### config.mk
export PLATFORM = sky130hd
export DESIGN_NAME = dac_serial_port
export DESIGN_NICKNAME = d
export VERILOG_FILES = /design/src/rtl/dacif_pkg.sv /design/src/rtl/dsp_line_sync.sv /design/src/rtl/dsp_xfer_fsm.sv /design/src/rtl/dsp_dac_regs.sv /design/src/rtl/dac_serial_port.sv
export SDC_FILE = /design/constraint.sdc
export NUM_CORES = 1
export LEC_CHECK = 0
export BUFFER_PORTS_ARGS = -buffer_cell sky130_fd_sc_hd__buf_2
export CAP_MARGIN = 15
export CELL_PAD_IN_SITES_DETAIL_PLACEMENT = 0
export CELL_PAD_IN_SITES_GLOBAL_PLACEMENT = 2
export CORE_ASPECT_RATIO = 1.25
export CORE_UTILIZATION = 38
export CTS_CLUSTER_DIAMETER = 150
export DETAILED_ROUTE_END_ITERATION = 7
export HOLD_SLACK_MARGIN = 0.06
export PLACE_DENSITY = 0.79
export SLEW_MARGIN = 20
export SYNTH_ARGS = -nofsm -noshare
export SYNTH_HDL_FRONTEND = slang
export SYNTH_SLANG_ARGS = --single-unit
### constraint.sdc
create_clock -name clk -period 2 [get_ports clk]
set_clock_uncertainty 0.2 [all_clocks]
set_input_delay 0.4 -clock clk [delete_from_list [all_inputs] [get_ports clk]]
set_output_delay 0.4 -clock clk [all_outputs]
set_load 0.005 [all_outputs]
### src/rtl/dacif_pkg.sv
package dacif_pkg;
   localparam int BYTE_W = 8;
   localparam int WORD_W = 16;

   typedef enum logic [2:0] {
      PH_IDLE,
      PH_ADDR,
      PH_WDATA,
      PH_RDATA,
      PH_SKIP
   } phase_e;

   typedef enum logic [1:0] {
      PD_ACTIVE   = 2'b00,
      PD_GND_1K   = 2'b01,
      PD_GND_100K = 2'b10,
      PD_FLOAT    = 2'b11
   } pd_e;

   typedef struct packed {
      logic start;
      logic stop;
      logic rise;
      logic fall;
   } busev_t;
endpackage

### src/rtl/dsp_line_sync.sv
module dsp_line_sync
   import dacif_pkg::*;
#(
   parameter int STAGES = 2
) (
   input  logic   clk,
   input  logic   rst_n,
   input  logic   scl_i,
   input  logic   sda_i,
   output logic   sda_lvl,
   output busev_t ev
);
   logic [STAGES-1:0] scl_ff, sda_ff;
   logic scl_q, sda_q, scl_lvl;

   always_ff @(posedge clk or negedge rst_n) begin
      if (!rst_n) begin
         scl_ff <= '1;
         sda_ff <= '1;
         scl_q  <= 1'b1;
         sda_q  <= 1'b1;
      end else begin
         scl_ff <= {scl_ff[STAGES-2:0], scl_i};
         sda_ff <= {sda_ff[STAGES-2:0], sda_i};
         scl_q  <= scl_ff[STAGES-1];
         sda_q  <= sda_ff[STAGES-1];
      end
   end

   assign scl_lvl = scl_ff[STAGES-1];
   assign sda_lvl = sda_ff[STAGES-1];

   always_comb begin
      ev.start = scl_lvl & scl_q & sda_q & ~sda_lvl;
      ev.stop  = scl_lvl & scl_q & ~sda_q & sda_lvl;
      ev.rise  = scl_lvl & ~scl_q;
      ev.fall  = ~scl_lvl & scl_q;
   end
endmodule

### src/rtl/dsp_xfer_fsm.sv
module dsp_xfer_fsm
   import dacif_pkg::*;
#(
   parameter logic [4:0] ADDR_HI = 5'b00011
) (
   input  logic              clk,
   input  logic              rst_n,
   input  busev_t            ev,
   input  logic              sda_lvl,
   input  logic [1:0]        addr_sel,
   input  logic [WORD_W-1:0] rb_word,
   output logic              commit,
   output logic [WORD_W-1:0] wr_word,
   output logic              drive_low
);
   localparam int CNT_W = $clog2(BYTE_W + 1);
   localparam logic [CNT_W-1:0] FULL = CNT_W'(BYTE_W);

   phase_e            ph;
   logic [CNT_W-1:0]  nbits;
   logic              in_ack, addr_slot, byte_sel, master_ack;
   logic [BYTE_W-1:0] sh, hi_byte, tx, next_byte;
   logic [6:0]        own_addr;
   logic              active;

   assign own_addr  = {ADDR_HI, addr_sel};
   assign next_byte = byte_sel ? rb_word[BYTE_W-1:0] : rb_word[WORD_W-1:BYTE_W];
   assign active    = (ph != PH_IDLE) && (ph != PH_SKIP);

   always_ff @(posedge clk or negedge rst_n) begin
      if (!rst_n) begin
         ph         <= PH_IDLE;
         nbits      <= '0;
         in_ack     <= 1'b0;
         addr_slot  <= 1'b0;
         byte_sel   <= 1'b0;
         master_ack <= 1'b0;
         sh         <= '0;
         hi_byte    <= '0;
         tx         <= '0;
         wr_word    <= '0;
         commit     <= 1'b0;
         drive_low  <= 1'b0;
      end else begin
         commit <= 1'b0;
         if (ev.start || ev.stop) begin
            ph        <= ev.start ? PH_ADDR : PH_IDLE;
            nbits     <= '0;
            in_ack    <= 1'b0;
            addr_slot <= 1'b0;
            byte_sel  <= 1'b0;
            drive_low <= 1'b0;
         end else if (active) begin
            if (ev.rise) begin
               if (!in_ack) begin
                  sh    <= {sh[BYTE_W-2:0], sda_lvl};
                  nbits <= nbits + 1'b1;
               end else begin
                  master_ack <= ~sda_lvl;
               end
            end else if (ev.fall) begin
               if (!in_ack && nbits == FULL) begin
                  in_ack <= 1'b1;
                  case (ph)
                     PH_ADDR: begin
                        if (sh[7:1] == own_addr) begin
                           drive_low <= 1'b1;
                           addr_slot <= 1'b1;
                           ph        <= sh[0] ? PH_RDATA : PH_WDATA;
                        end else begin
                           drive_low <= 1'b0;
                           ph        <= PH_SKIP;
                        end
                     end
                     PH_WDATA: begin
                        drive_low <= 1'b1;
                        if (!byte_sel) hi_byte <= sh;
                     end
                     default: drive_low <= 1'b0;
                  endcase
               end else if (in_ack) begin
                  in_ack    <= 1'b0;
                  nbits     <= '0;
                  drive_low <= 1'b0;
                  addr_slot <= 1'b0;
                  if (ph == PH_WDATA && !addr_slot) begin
                     if (!byte_sel) begin
                        byte_sel <= 1'b1;
                     end else begin
                        commit  <= 1'b1;
                        wr_word <= {hi_byte, sh};
                        ph      <= PH_SKIP;
                     end
                  end else if (ph == PH_RDATA) begin
                     if (addr_slot || master_ack) begin
                        drive_low <= ~next_byte[BYTE_W-1];
                        tx        <= {next_byte[BYTE_W-2:0], 1'b0};
                        byte_sel  <= ~byte_sel;
                     end else begin
                        ph <= PH_SKIP;
                     end
                  end
               end else if (ph == PH_RDATA && nbits != '0) begin
                  drive_low <= ~tx[BYTE_W-1];
                  tx        <= {tx[BYTE_W-2:0], 1'b0};
               end
            end
         end
      end
   end
endmodule

### src/rtl/dsp_dac_regs.sv
module dsp_dac_regs
   import dacif_pkg::*;
#(
   parameter int CODE_W = 12
) (
   input  logic              clk,
   input  logic              rst_n,
   input  logic              commit,
   input  logic [WORD_W-1:0] wr_word,
   output logic [CODE_W-1:0] dac_code,
   output logic [1:0]        pd_mode,
   output logic              wr_strobe,
   output logic [WORD_W-1:0] rb_word
);
   localparam int CODE_TOP = 11;
   localparam int PAD_W    = WORD_W - 2 - CODE_W;

   pd_e               pd_q;
   logic [CODE_W-1:0] code_q;

   always_ff @(posedge clk or negedge rst_n) begin
      if (!rst_n) begin
         code_q    <= '0;
         pd_q      <= PD_ACTIVE;
         wr_strobe <= 1'b0;
      end else begin
         wr_strobe <= commit;
         if (commit) begin
            code_q <= wr_word[CODE_TOP -: CODE_W];
            pd_q   <= pd_e'(wr_word[13:12]);
         end
      end
   end

   assign dac_code = code_q;
   assign pd_mode  = pd_q;
   assign rb_word  = {pd_q, code_q, {PAD_W{1'b0}}};

   logic unused_hi;
   assign unused_hi = ^wr_word[15:14];

   generate
      if (CODE_W < CODE_TOP + 1) begin : g_lo_free
         logic unused_lo;
         assign unused_lo = ^wr_word[CODE_TOP-CODE_W:0];
      end
   endgenerate
endmodule

### src/rtl/dac_serial_port.sv
module dac_serial_port
   import dacif_pkg::*;
#(
   parameter int         CODE_W      = 12,
   parameter logic [4:0] ADDR_HI     = 5'b00011,
   parameter int         SYNC_STAGES = 2
) (
   input  logic              clk,
   input  logic              rst_n,
   input  logic [1:0]        addr_sel,
   input  logic              scl_i,
   input  logic              sda_i,
   output logic              sda_oe_n,
   output logic [CODE_W-1:0] dac_code,
   output logic [1:0]        pd_mode,
   output logic              wr_strobe
);
   generate
      if (CODE_W != 8 && CODE_W != 10 && CODE_W != 12) begin : g_bad_width
         $error("dac_serial_port: CODE_W must be 8, 10 or 12");
      end
      if (SYNC_STAGES < 2) begin : g_bad_sync
         $error("dac_serial_port: SYNC_STAGES must be at least 2");
      end
   endgenerate

   busev_t            ev;
   logic              sda_lvl, commit, drive_low;
   logic [WORD_W-1:0] wr_word, rb_word;

   dsp_line_sync #(.STAGES(SYNC_STAGES)) u_sync (
      .clk(clk), .rst_n(rst_n), .scl_i(scl_i), .sda_i(sda_i),
      .sda_lvl(sda_lvl), .ev(ev)
   );

   dsp_xfer_fsm #(.ADDR_HI(ADDR_HI)) u_fsm (
      .clk(clk), .rst_n(rst_n), .ev(ev), .sda_lvl(sda_lvl),
      .addr_sel(addr_sel), .rb_word(rb_word), .commit(commit),
      .wr_word(wr_word), .drive_low(drive_low)
   );

   dsp_dac_regs #(.CODE_W(CODE_W)) u_regs (
      .clk(clk), .rst_n(rst_n), .commit(commit), .wr_word(wr_word),
      .dac_code(dac_code), .pd_mode(pd_mode), .wr_strobe(wr_strobe),
      .rb_word(rb_word)
   );

   assign sda_oe_n = ~drive_low;
endmodule

# == After elaboration in Yosys (flattened, before gate mapping) ==
# Index checks and enable logic that the tools add are counted.
# word_totals
reg_bits,70
input_bits,6
output_inout_bits,16
word_cells,157
# classes
n_bitwise,19
muxes,69
n_addsub,1
n_eq_ne,17
n_reduce_logical,32
# ops
operator,n
2-to-1 mux 8 bit,6
2-to-1 mux 1 bit,43
2-to-1 mux 3 bit,12
2-to-1 mux 4 bit,7
nonzero test 3 bit,6
AND reduction 8 bit,2
AND reduction 7 bit,2
inverter 1 bit,12
AND reduction 4 bit,3
nonzero test 4 bit,3
inequality test 3 x 2 -> 1 bit (second input constant),3
AND reduction 9 bit,1
inequality test 4 x 1 -> 1 bit (second input constant),2
nonzero test 2 bit,4
bitwise AND 1 bit,7
== test 7 x 4 -> 1 bit,1
== test 3 x 2 -> 1 bit (second input constant),2
inequality test 2 bit (second input constant),3
inequality test 3 bit (second input constant),2
AND reduction 6 bit,1
AND reduction 5 bit,1
adder 4 x 1 -> 4 bit (second input constant),1
== test 4 bit (second input constant),1
logical AND 1 bit,4
6 further kinds,9

# == Depth between registers and ports, before layout ==
# Gate-level depths: netlist (run 1).
# depth
ltp_word,11
depth_mapped,8
depth_no_buf,7

# == By module ==
# From an unflattened synthesis (run 1), not the netlist that was laid out.
# unflattened
hier_cells,260
area_unflattened_um2,3340.7
# by_module_without_submodules
module,seq_area_each_um2,n_inst,area_each_um2,cells_per_inst
dsp_xfer_fsm,1301.2,1,2476.1,202
dsp_dac_regs,375.4,1,668.1,47
dsp_line_sync,157.7,1,192.7,10
dac_serial_port,0.0,1,3.8,1

# == Least setup slack after synthesis (run 1) ==
# Ideal clock, no wire load.
# synth_path
kind,register to register
from,register u_sync.scl_q
to,register u_fsm.wr_word[10]
slack_ns,-0.149
n_path_buf,1
t_arrival_ns,1.824
path_stages_with_launch,6
setup_time_ns,0.125
required_time_ns,1.675
path_cell_list,dfstp_2 -> nor3b_4 -> inv_2 -> nor3_2 -> buf_6 -> mux2_2
# synth_via
elab_chain_len,6
word_cells_on_any_way,12
classes_between,bitwise (10); reduce/logical (2)
# synth_rtl
element,line,rtl
"start, declared",dsp_line_sync.sv:14,"logic scl_q, sda_q, scl_lvl;"
"start signal, assigned",dsp_line_sync.sv:25,scl_q <= scl_ff[STAGES-1];
bitwise AND 1 bit,"dsp_line_sync.sv:34, dsp_line_sync.sv:35",
"bitwise AND 1 bit, on equally long branches (2 in series)","dsp_line_sync.sv:34, dsp_line_sync.sv:35",
logical OR 1 bit,dsp_xfer_fsm.sv:46,if (ev.start || ev.stop) begin
inverter 1 bit (no line),-,
AND reduction 8 bit (no line) *,-,
"end signal, assigned",dsp_xfer_fsm.sv:91,"wr_word <= {hi_byte, sh};"
"end, declared",dsp_xfer_fsm.sv:13,"output logic [WORD_W-1:0] wr_word,"
# Every way passes the cells marked *; elsewhere a longest branch is shown, timed or not.
# A chain may end at the register's enable or synchronous reset.

# == Worst setup path in the final report (run 1) ==
# layout_path
from,register u_sync.scl_q
to,register u_fsm.tx[6]
# layout_via
elab_chain_len,6
word_cells_on_any_way,12
classes_between,bitwise (10); reduce/logical (2)
# layout_rtl
element,line,rtl
bitwise AND 1 bit,"dsp_line_sync.sv:34, dsp_line_sync.sv:35",
"bitwise AND 1 bit, on equally long branches (2 in series)","dsp_line_sync.sv:34, dsp_line_sync.sv:35",
logical OR 1 bit,dsp_xfer_fsm.sv:46,
inverter 1 bit (no line),-,
AND reduction 9 bit (no line) *,-,
"end signal, assigned",dsp_xfer_fsm.sv:97,"tx <= {next_byte[BYTE_W-2:0], 1'b0};"
"end signal, assigned",dsp_xfer_fsm.sv:105,"tx <= {tx[BYTE_W-2:0], 1'b0};"
"end, declared",dsp_xfer_fsm.sv:22,"logic [BYTE_W-1:0] sh, hi_byte, tx, next_byte;"
# Marks and branches as above.

==> results of run 1 <==
logic make-up after synthesis:
family / after synthesis
AOI/OAI and AO/OA: 24
xor gates and xnor gates: 5
adders and majority gates: 2
buffers and inverters: 18
DFF: 69
muxes: 59
and+or+nand+nor: 49
where the power goes:
part | internal [W] | switching, W | leakage (nW)
combinational | 0.0000760 | 0.0000724 | 0.801
clock | 0.000582 | 0.000558 | 0.100
sequential | 0.00142 | 0.0000298 | 0.934
total | 0.00208 | 0.000660 | 1.84
routing by layer:
layer | up-vias | GRT usage
met1 | 945 | 0.2211
met4 | 0 | 0.07830
met5 | - | 0
met3 | 11 | 0.03514
met2 | 23 | 0.2333
li1 | 920 | -
final cells by class:
cell class	instances	area, µm²
clock buffers	9	123.9
clock inverters	7	73.82
fillers	681	3809
inverters	8	30.03
multi-input cells	139	1247
flip-flops and latches	69	1737
well taps	92	115.1
repair buffers	54	396.6
worst max-delay path by stage:
stage                                     startpoint                       endpoint  slack, ps
after floorplan               u_sync.scl_q$_DFF_PN1_  u_fsm.wr_word[10]$_DFFE_PN0P_        -80
after global placement    u_fsm.nbits[0]$_DFFE_PN0P_        u_fsm.tx[3]$_DFFE_PN0P_        -70
after detailed placement  u_fsm.nbits[1]$_DFFE_PN0P_        u_fsm.tx[4]$_DFFE_PN0P_       -100
after CTS                 u_fsm.nbits[1]$_DFFE_PN0P_        u_fsm.tx[6]$_DFFE_PN0P_        -10
after global routing          u_sync.scl_q$_DFF_PN1_        u_fsm.tx[6]$_DFFE_PN0P_        -40
final                         u_sync.scl_q$_DFF_PN1_        u_fsm.tx[6]$_DFFE_PN0P_          9
through the flow:
stage | TNS (ps) | setup WS (ps)
after floorplan | -1114 | -82.14
after global placement | -389.6 | -65.60
after detailed placement | -542.9 | -97.04
after CTS | -31.89 | -14.86
after global routing | -180.8 | -36.78
final | 0 | 8.930
cells in the mapped netlist, types with 2 or more instances:
cell,n,share of area
a21oi_1,11,0.018
a22o_1,2,0.0058
a31oi_1,2,0.0042
buf_6,2,0.0075
clkbuf_1,6,0.0075
dfrtp_1,63,0.52
dfstp_2,6,0.052
ha_1,2,0.0083
inv_1,7,0.0087
mux2_2,43,0.16
mux2_4,6,0.030
mux2i_1,10,0.033
nand2_1,7,0.0087
nand3_1,3,0.0050
nand3b_1,5,0.012
nand4_1,2,0.0042
nor2_1,16,0.020
nor3_1,2,0.0033
nor4b_1,2,0.0058
nor4bb_1,3,0.010
o21ai_0,2,0.0033
o31ai_1,2,0.0050
xnor2_1,2,0.0058
xor2_1,3,0.0087
worst reg2reg max path, delay by kind of cell (launching register included):
kind                   cells  cell delay, ps
and+or+nand+nor            2             620
DFF                        1             530
muxes                      1             300
buffers and inverters      2             230
layout by cell type, fill, tap and decap left out, types with 2 or more instances in the layout:
| cell type | n |
|---|---|
| nor4bb_1 | 2 |
| inv_6 | 2 |
| dfrtp_1 | 61 |
| dfrtp_2 | 2 |
| xnor2_1 | 2 |
| a31oi_1 | 2 |
| buf_12 | 2 |
| dfstp_2 | 6 |
| dlygate4sd3_1 | 3 |
| xor2_1 | 3 |
| o31ai_1 | 2 |
| buf_2 | 21 |
| nand2_1 | 7 |
| nand3_1 | 3 |
| nand4_1 | 2 |
| nor2_1 | 15 |
| clkinv_2 | 2 |
| nor2_2 | 2 |
| inv_1 | 5 |
| a22o_1 | 2 |
| nand3b_1 | 5 |
| o21ai_0 | 2 |
| buf_6 | 3 |
| mux2_2 | 43 |
| mux2i_1 | 10 |
| clkbuf_8 | 9 |
| mux2_4 | 6 |
| inv_2 | 3 |
| buf_4 | 25 |
| nor3b_4 | 2 |
| a21oi_1 | 11 |
timing repair:
action                                  4_1_cts  5_1_grt
pin swaps                                     2        5
cloned                                        0        0
buffers inserted                              2        4
endpoints found under the setup margin        6       13
gates resized for setup                       7        9
hold buffers                                  3        0
endpoints found under the hold margin        65        0
registers in the layout, summed over array words and instances, names as in the netlist, 3 cells and up:
name and count:
u_fsm.sh 8, u_regs.dac_code 12, u_fsm.wr_word 14, u_fsm.tx 7, u_fsm.hi_byte 6, u_fsm.ph 3, u_fsm.nbits 4
==> metrics.txt, run 1 <==
final cell count without fillers=roughly 380; ANT nets after route=0; placed insts=roughly 350; HP Start=u_sync.scl_ff[0]$_DFF_PN1_; hold_ws=roughly 160 ps; Die H=slightly above 100 µm; status=finished, final reports clean; Max Slew Vio Count=0; Synth Flop Type=dfrtp_1; Pwr Total=approximately 0.0027 W; io pins=22; syn nets=approximately 230; Detail Route met3 WL=about 140 µm; CTS H-tree depth=3; synthesized area=~3000 µm²; nets@finish=around 290; core area=7532 µm²; RSZ-0062 raised after global routing=true; Worst Path Required=between 2000 and 2500 ps; M1 WL=roughly 2800 µm; cts bufs inserted=9; XOR/XNOR share of the synthesized area=0.01458; Avg Inst Size Synth=~13 µm²; Pre-Repair DR Iteration Count=4; crit end category=flip-flop; peak supply drop=about 0.34 mV; FP Rows=35; Synth async-reset ratio=1.000; First DRT Iteration DRCs=101; EDFF count, synth=0; Critical Path, Cell by Cell=nor3b_4 -> inv_2 -> or3_1 -> buf_6 -> mux2_4; hpwl dp=roughly 4000 µm; Max transition margin=0.7312; clock sink count=between 60 and 70; pwr/cell area=736.6 nW/µm²; worst reg2reg path depth=5; Worst Path Max Fanout=7; Core Util, Final=0.4944; fmax=around 500 MHz; Yosys cell types=41; Synth Register Bits=69; GRT Util Overall=0.1591; hold endpoint=u_sync.scl_ff[1]$_DFF_PN1_; final critical-path share of the clock period=0.9955; class of the most critical setup path=reg -> reg; CTS Buffer Depth=2; hold depth=0; largest family of logic cells by synthesized area=multiplexers; synth warn=0; Syn Inst Count=about 230; worst skew pair latency=~340 ps; multiplexer area fraction after synthesis=0.2245; RePlAce Congestion=a little under 0.8; vias=around 1.9k; sequential share of the synthesized area=0.5773; CTS Root Cell=clkbuf_8; CP startpoint kind=flip-flop; WP buf/inv=2; Die X-Extent=about 80 µm; Starting Density=0.3988; number of stages on the worst setup path=5; DRC=0; slew of the pin with the lowest slew margin=a little over 400 ps; total congestion overflow=0; via/cell ratio=5.024; final hold violations=0; Area Overhead vs Synth=23.95%; largest net degree at the start of global routing=70; minimum clock period=~2000 ps; CTS tree=built; R2R setup slack=just under 9 ps; Arr. time, crit path=between 2000 and 2500 ps; PortBufs=21; first-pass GRT wire length=approximately 9700 µm; Simple-Gate Fraction of Synth Area=0.09621; delay-heaviest family, CP=simple AND/OR/NAND/NOR gates; initial antenna violation count=0; Compound-Gate Fraction of Synth Area=0.05123; per-cell routed wire length=15.29 µm; Max-cap violations=0; placed inst area=3396 µm²; FF-to-FF End=u_fsm.tx[6]$_DFFE_PN0P_; vias in the first global route=1923; layout cell share with drive strength beyond 1=0.4790; post-layout instance area=between 3000 and 4000 µm²; P_leak=~1.8 nW; clock-pin slew on the worst setup and hold paths=roughly 70 ps; die area=slightly above 8000 µm²; Post-Route WL=between 5000 and 6000 µm; met2 WL=between 2000 and 3000 µm; ANT cells=0; delay of the slowest critical-path stage=around 530 ps; highest metal used=met4; CP max-delay cell=dfstp_2; Final Setup Violations=0; Hold Path Class=reg -> reg; Crit Reg-Reg Startpoint=u_sync.scl_q$_DFF_PN1_; Post-Synth Adder-Cell Area=0.008330
Note: power is estimated with default switching activity, not from simulation.
==> inputs of run 2 (changes only) <==
--- a/config.mk
+++ b/config.mk
@@ -14,7 +14,7 @@
 export CTS_CLUSTER_DIAMETER = 150
 export DETAILED_ROUTE_END_ITERATION = 7
 export HOLD_SLACK_MARGIN = 0.06
-export PLACE_DENSITY = 0.79
+export PLACE_DENSITY = 0.74
 export SLEW_MARGIN = 20
 export SYNTH_ARGS = -nofsm -noshare
 export SYNTH_HDL_FRONTEND = slang
==> metrics.txt, run 2 (synthesis results as in run 1) <==
status=finished, final reports clean; Hold Path Class=reg -> reg; CTS tree=built; setup TNS=0 ps; Max Slew Vio Count=0; Pre-Repair DR Iteration Count=4; first-pass GRT wire length=~10000 µm; Max transition margin=0.6094; CTS Root Cell=clkbuf_8; slew of the pin with the lowest slew margin=a little under 600 ps; largest reg by FF count=u_fsm.wr_word; delay-heaviest family, CP=simple AND/OR/NAND/NOR gates; commonest non-fill, non-tap cell in the layout=dfrtp_1; Sw Share=0.2330; nets@finish=298; placed insts=358; Critical Path, Cell by Cell=inv_2 -> ha_4 -> nor3b_4 -> nor3_2 -> a21oi_1 -> or3_4 -> mux2_4; Pwr Total=0.002712 W; total congestion overflow=0; Largest register FFs=14; Area Overhead vs Synth=26.70%; PortBufs=21; Max-cap violations=0; fmax=just over 500 MHz; RSZ-0062 raised after global routing=true; combinational power share=0.060; final critical-path share of the clock period=0.9898; via/cell ratio=5.062; vias=about 2k; Int Pwr=0.002080 W; FP Rows=35; delay of the slowest critical-path stage=470 ps; io pins=22; GRT Util Overall=0.1712; worst skew pair latency=340 ps; Die H=101.4 µm; cts bufs inserted=9; RePlAce Congestion=about 0.75; minimum clock period=roughly 2000 ps; CTS Buffer Depth=2; post-layout instance area=3806 µm²; Arr. time, crit path=approximately 2000 ps; CP max-delay cell=or3_4; clock sink count=roughly 70; WP buf/inv=1; DRC=0; Fill cells=~700; Final Setup Violations=0; class of the most critical setup path=reg -> reg; die area=approximately 8300 µm²; CTS H-tree depth=3; layout cell share with drive strength beyond 1=0.4966; Starting Density=0.3988; part of the power in registers=0.537; final cell count without fillers=slightly below 400; final setup margin=about 20 ps; largest net degree at the start of global routing=25; per-cell routed wire length=approximately 16 µm; Die X-Extent=around 82 µm; ANT cells=0; First DRT Iteration DRCs=67; P_leak=1.880 nW; clock-pin slew on the worst setup and hold paths=around 70 ps; core area=~7500 µm²; commonest non-fill, non-tap cells in the layout=dfrtp_1, mux2_2, buf_4, buf_2, nor2_1; Post-Route WL=around 6000 µm; Psw=~0.00063 W; final hold violations=0; Clock power frac=0.403; Worst Path Required=2020 ps; peak supply drop=0.3228 mV; hpwl dp=4082 µm; initial antenna violation count=0; CP startpoint kind=flip-flop; Worst Path Max Fanout=7; vias in the first global route=2026; worst slack at placement=-88.05 ps; placed inst area=~3400 µm²; pwr/cell area=around 710 nW/µm²; ANT nets after route=0; crit end category=flip-flop
[run 2: power by group through the flow]
stage	Clock (W)	Sequential, W	Combinational (W)
after global placement	0	0.00148	0.000131
after floorplan	0	0.00147	0.0000536
after CTS	0.00113	0.00146	0.000156
final	0.00109	0.00146	0.000164
after detailed placement	0	0.00148	0.000133
after global routing	0.00119	0.00146	0.000183
[run 2: repair_timing]
item                                    CTS  global route
hold buffers                              3             0
pin swaps                                 2             5
endpoints found under the hold margin    20             0
endpoints found under the setup margin   13            32
cloned                                    0             0
resized for setup                         5            12
buffers inserted                         10             1
[run 2: final timing paths]
check / startpoint / endpoint / slack [ps] / depth (start not counted)
max: u_fsm.nbits[1]$_DFFE_PN0P_ / u_fsm.tx[6]$_DFFE_PN0P_ / 20 / 7
min: u_sync.sda_ff[0]$_DFF_PN1_ / u_sync.sda_ff[1]$_DFF_PN1_ / 160 / 0
max reg2reg: u_fsm.nbits[1]$_DFFE_PN0P_ / u_fsm.tx[6]$_DFFE_PN0P_ / 20 / 7
min reg2reg: u_sync.sda_ff[0]$_DFF_PN1_ / u_sync.sda_ff[1]$_DFF_PN1_ / 160 / 0
max in group asynchronous: rst_n / u_sync.sda_q$_DFF_PN1_ / 620 / 3
min in group asynchronous: rst_n / u_fsm.nbits[2]$_DFFE_PN0P_ / 400 / 2
[run 2: layout make-up]
class	count	area, µm²	area share
multi-input combinational	139	1267	0.3330
inverter	8	30.03	0.007890
timing repair buffer	63	469.2	0.1233
tap	92	115.1	0.03024
sequential	69	1735	0.4559
clock buffer	9	123.9	0.03254
clock inverter	6	65.06	0.01709
[run 2: through the flow]
stage | hold WS, ps | utilization
finish | 155.7 | 0.5053
global route | 161.1 | 0.5053
CTS | 156.5 | 0.4987
detailed placement | 147.0 | 0.4565
global placement | 145.8 | 0.4565
floorplan | -95.59 | -
[run 2: worst reg2reg max path, cell delays in order (launching register included)]
cell	delay, ps
dfrtp_1	370
inv_2	60
ha_4	160
nor3b_4	150
nor3_2	100
a21oi_1	50
or3_4	470
mux2_4	320
[run 2: metal layers]
| layer | wire length [µm] | global-route usage |
|---|---|---|
| met3 | 163 | 0.03784 |
| met1 | 2943 | 0.2334 |
| met4 | 116 | 0.09341 |
| met5 | 0 | 0 |
| met2 | 2785 | 0.2513 |
==> inputs of run 3 (changes only) <==
--- a/config.mk
+++ b/config.mk
@@ -6,7 +6,7 @@
 export NUM_CORES = 1
 export LEC_CHECK = 0
 export BUFFER_PORTS_ARGS = -buffer_cell sky130_fd_sc_hd__buf_2
-export CAP_MARGIN = 15
+export CAP_MARGIN = 40
 export CELL_PAD_IN_SITES_DETAIL_PLACEMENT = 0
 export CELL_PAD_IN_SITES_GLOBAL_PLACEMENT = 2
 export CORE_ASPECT_RATIO = 1.25
==> constraint.sdc (replaced) <==
create_clock -name clk -period 2 [get_ports clk]
set_clock_uncertainty 0.2 [all_clocks]
set_input_delay 0 -clock clk [delete_from_list [all_inputs] [get_ports clk]]
set_output_delay 0 -clock clk [all_outputs]
set_load 0.005 [all_outputs]
==> metrics.txt, run 3 (synthesis results as in run 1) <==
status=complete, but fails checks; failing checks=negative setup slack; fmax=between 400 and 500 MHz; Worst Path Required=between 2000 and 2500 ps; setup TNS=-118.2 ps; Arr. time, crit path=2060 ps; final hold violations=0; nets@finish=just under 300; combinational power share=0.056; CTS tree=built; P_leak=~1.9 nW; final setup margin=-32.07 ps; Max Slew Vio Count=0; peak supply drop=0.3617 mV; io pins=22; Max transition margin=0.5775; vias=1950; CTS Root Cell=clkbuf_8; Psw=0.0006456 W; final critical-path share of the clock period=1.016; Sw Share=0.2368; worst slack at placement=-94.18 ps; per-cell routed wire length=approximately 15 µm; highest metal used=met4; part of the power in registers=0.533; minimum clock period=just over 2000 ps; met2 WL=2861 µm; First DRT Iteration DRCs=66; DRC=0; hold_ws=approximately 64 ps; class of the most critical setup path=reg -> reg; Post-Route WL=5920 µm; GRT Util Overall=0.1711; pwr/cell area=approximately 720 nW/µm²; largest reg by FF count=u_fsm.wr_word; Max-cap violations=0; worst skew pair latency=350 ps; slew of the pin with the lowest slew margin=631.6 ps; RSZ-0062 raised after global routing=true; Die X-Extent=a little over 80 µm; Starting Density=0.3988; Detail Route met3 WL=165 µm; clock sink count=69; FP Rows=35; CP startpoint kind=flip-flop; M1 WL=about 2700 µm; PortBufs=21; Area Overhead vs Synth=25.49%; CP max-delay cell=or3_1; commonest non-fill, non-tap cell in the layout=dfrtp_1; Final Setup Violations=6; Largest register FFs=14; Die H=~100 µm; first-pass GRT wire length=a little over 10000 µm; Pre-Repair DR Iteration Count=4; crit end category=flip-flop; layout cell share with drive strength beyond 1=0.4621; commonest non-fill, non-tap cells in the layout=dfrtp_1, mux2_2, buf_4, buf_2, nor2_1; Fill cells=667; CTS H-tree depth=3; ANT nets after route=0; Clock power frac=0.410; ANT cells=0; vias in the first global route=2005; Hold Path Class=in -> async; Int Pwr=between 0.002 and 0.0025 W; clock-pin slew on the worst setup and hold paths=80 ps; RePlAce Congestion=0.7513; hpwl dp=roughly 4100 µm; CTS Buffer Depth=2; core area=approximately 7500 µm²; cts bufs inserted=9; Worst Path Max Fanout=7; initial antenna violation count=0; delay of the slowest critical-path stage=slightly below 400 ps; Critical Path, Cell by Cell=inv_2 -> ha_4 -> nor3b_4 -> nor3_2 -> a21oi_1 -> or3_1 -> buf_6 -> mux2_4; die area=just over 8000 µm²; total congestion overflow=0; via/cell ratio=5.105; largest net degree at the start of global routing=24
-- run 3: metal layers --
layer / vias to the layer above / global-route usage
met4: 0 / 0.09890
li1: 926 / -
met1: 990 / 0.2275
met2: 24 / 0.2558
met3: 10 / 0.03694
met5: - / 0
-- run 3: final timing paths --
check	slack, ps	start	to	depth (start not counted)
worst max-delay path	-30	u_fsm.nbits[1]$_DFFE_PN0P_	u_fsm.tx[6]$_DFFE_PN0P_	8
worst min-delay path	60	rst_n	u_regs.dac_code[6]$_DFFE_PN0P_	3
worst max register to register	-30	u_fsm.nbits[1]$_DFFE_PN0P_	u_fsm.tx[6]$_DFFE_PN0P_	8
worst min register to register	160	u_sync.scl_ff[0]$_DFF_PN1_	u_sync.scl_ff[1]$_DFF_PN1_	0
max in group asynchronous	470	rst_n	u_fsm.hi_byte[2]$_DFFE_PN0P_	3
min in group clk	100	sda_i	u_sync.sda_ff[0]$_DFF_PN1_	2
-- run 3: power groups by stage --
stage | logic (W) | registers [W] | clock network [W]
final | 0.000153 | 0.00145 | 0.00112
after global routing | 0.000173 | 0.00146 | 0.00121
after global placement | 0.000129 | 0.00148 | 0
after CTS | 0.000153 | 0.00146 | 0.00115
after floorplan | 0.0000536 | 0.00147 | 0
after detailed placement | 0.000131 | 0.00148 | 0
-- run 3: through the flow --
| step | util | instance area (µm²) | total power [W] | cells |
|---|---|---|---|---|
| after floorplan | - | 3010 | 0.001527 | 226 |
| after global placement | 0.4555 | 3431 | 0.001610 | 357 |
| after detailed placement | 0.4555 | 3431 | 0.001612 | 357 |
| after CTS | 0.4955 | 3732 | 0.002759 | 381 |
| after global routing | 0.5005 | 3770 | 0.002841 | 382 |
| final | 0.5005 | 3770 | 0.002726 | 382 |
-- run 3: cell type report --
class	count	area, µm²	share of cell area
clock inverter	6	62.56	0.01659
timing repair buffer	58	449.2	0.1192
clock buffer	10	127.6	0.03385
multi-input combinational	139	1251	0.3319
inverter	8	30.03	0.007965
tap	92	115.1	0.03053
sequential	69	1734	0.4600
-- run 3: worst max-delay path: cells and delay by family, from the launching register on --
family                     cells  cell delay, ps
and+or+nand+nor                3             640
DFF                            1             370
muxes                          1             290
buffers and inverters          2             220
adders and majority gates      1             150
AOI/OAI and AO/OA              1              50
-- run 3: timing repair --
item	in CTS	in global routing
hold endpoints to repair	69	0
gates resized for setup	8	6
setup endpoints to repair	13	16
pin swaps	2	3
setup buffers	1	1
cloned	0	0
hold buffers	7	0
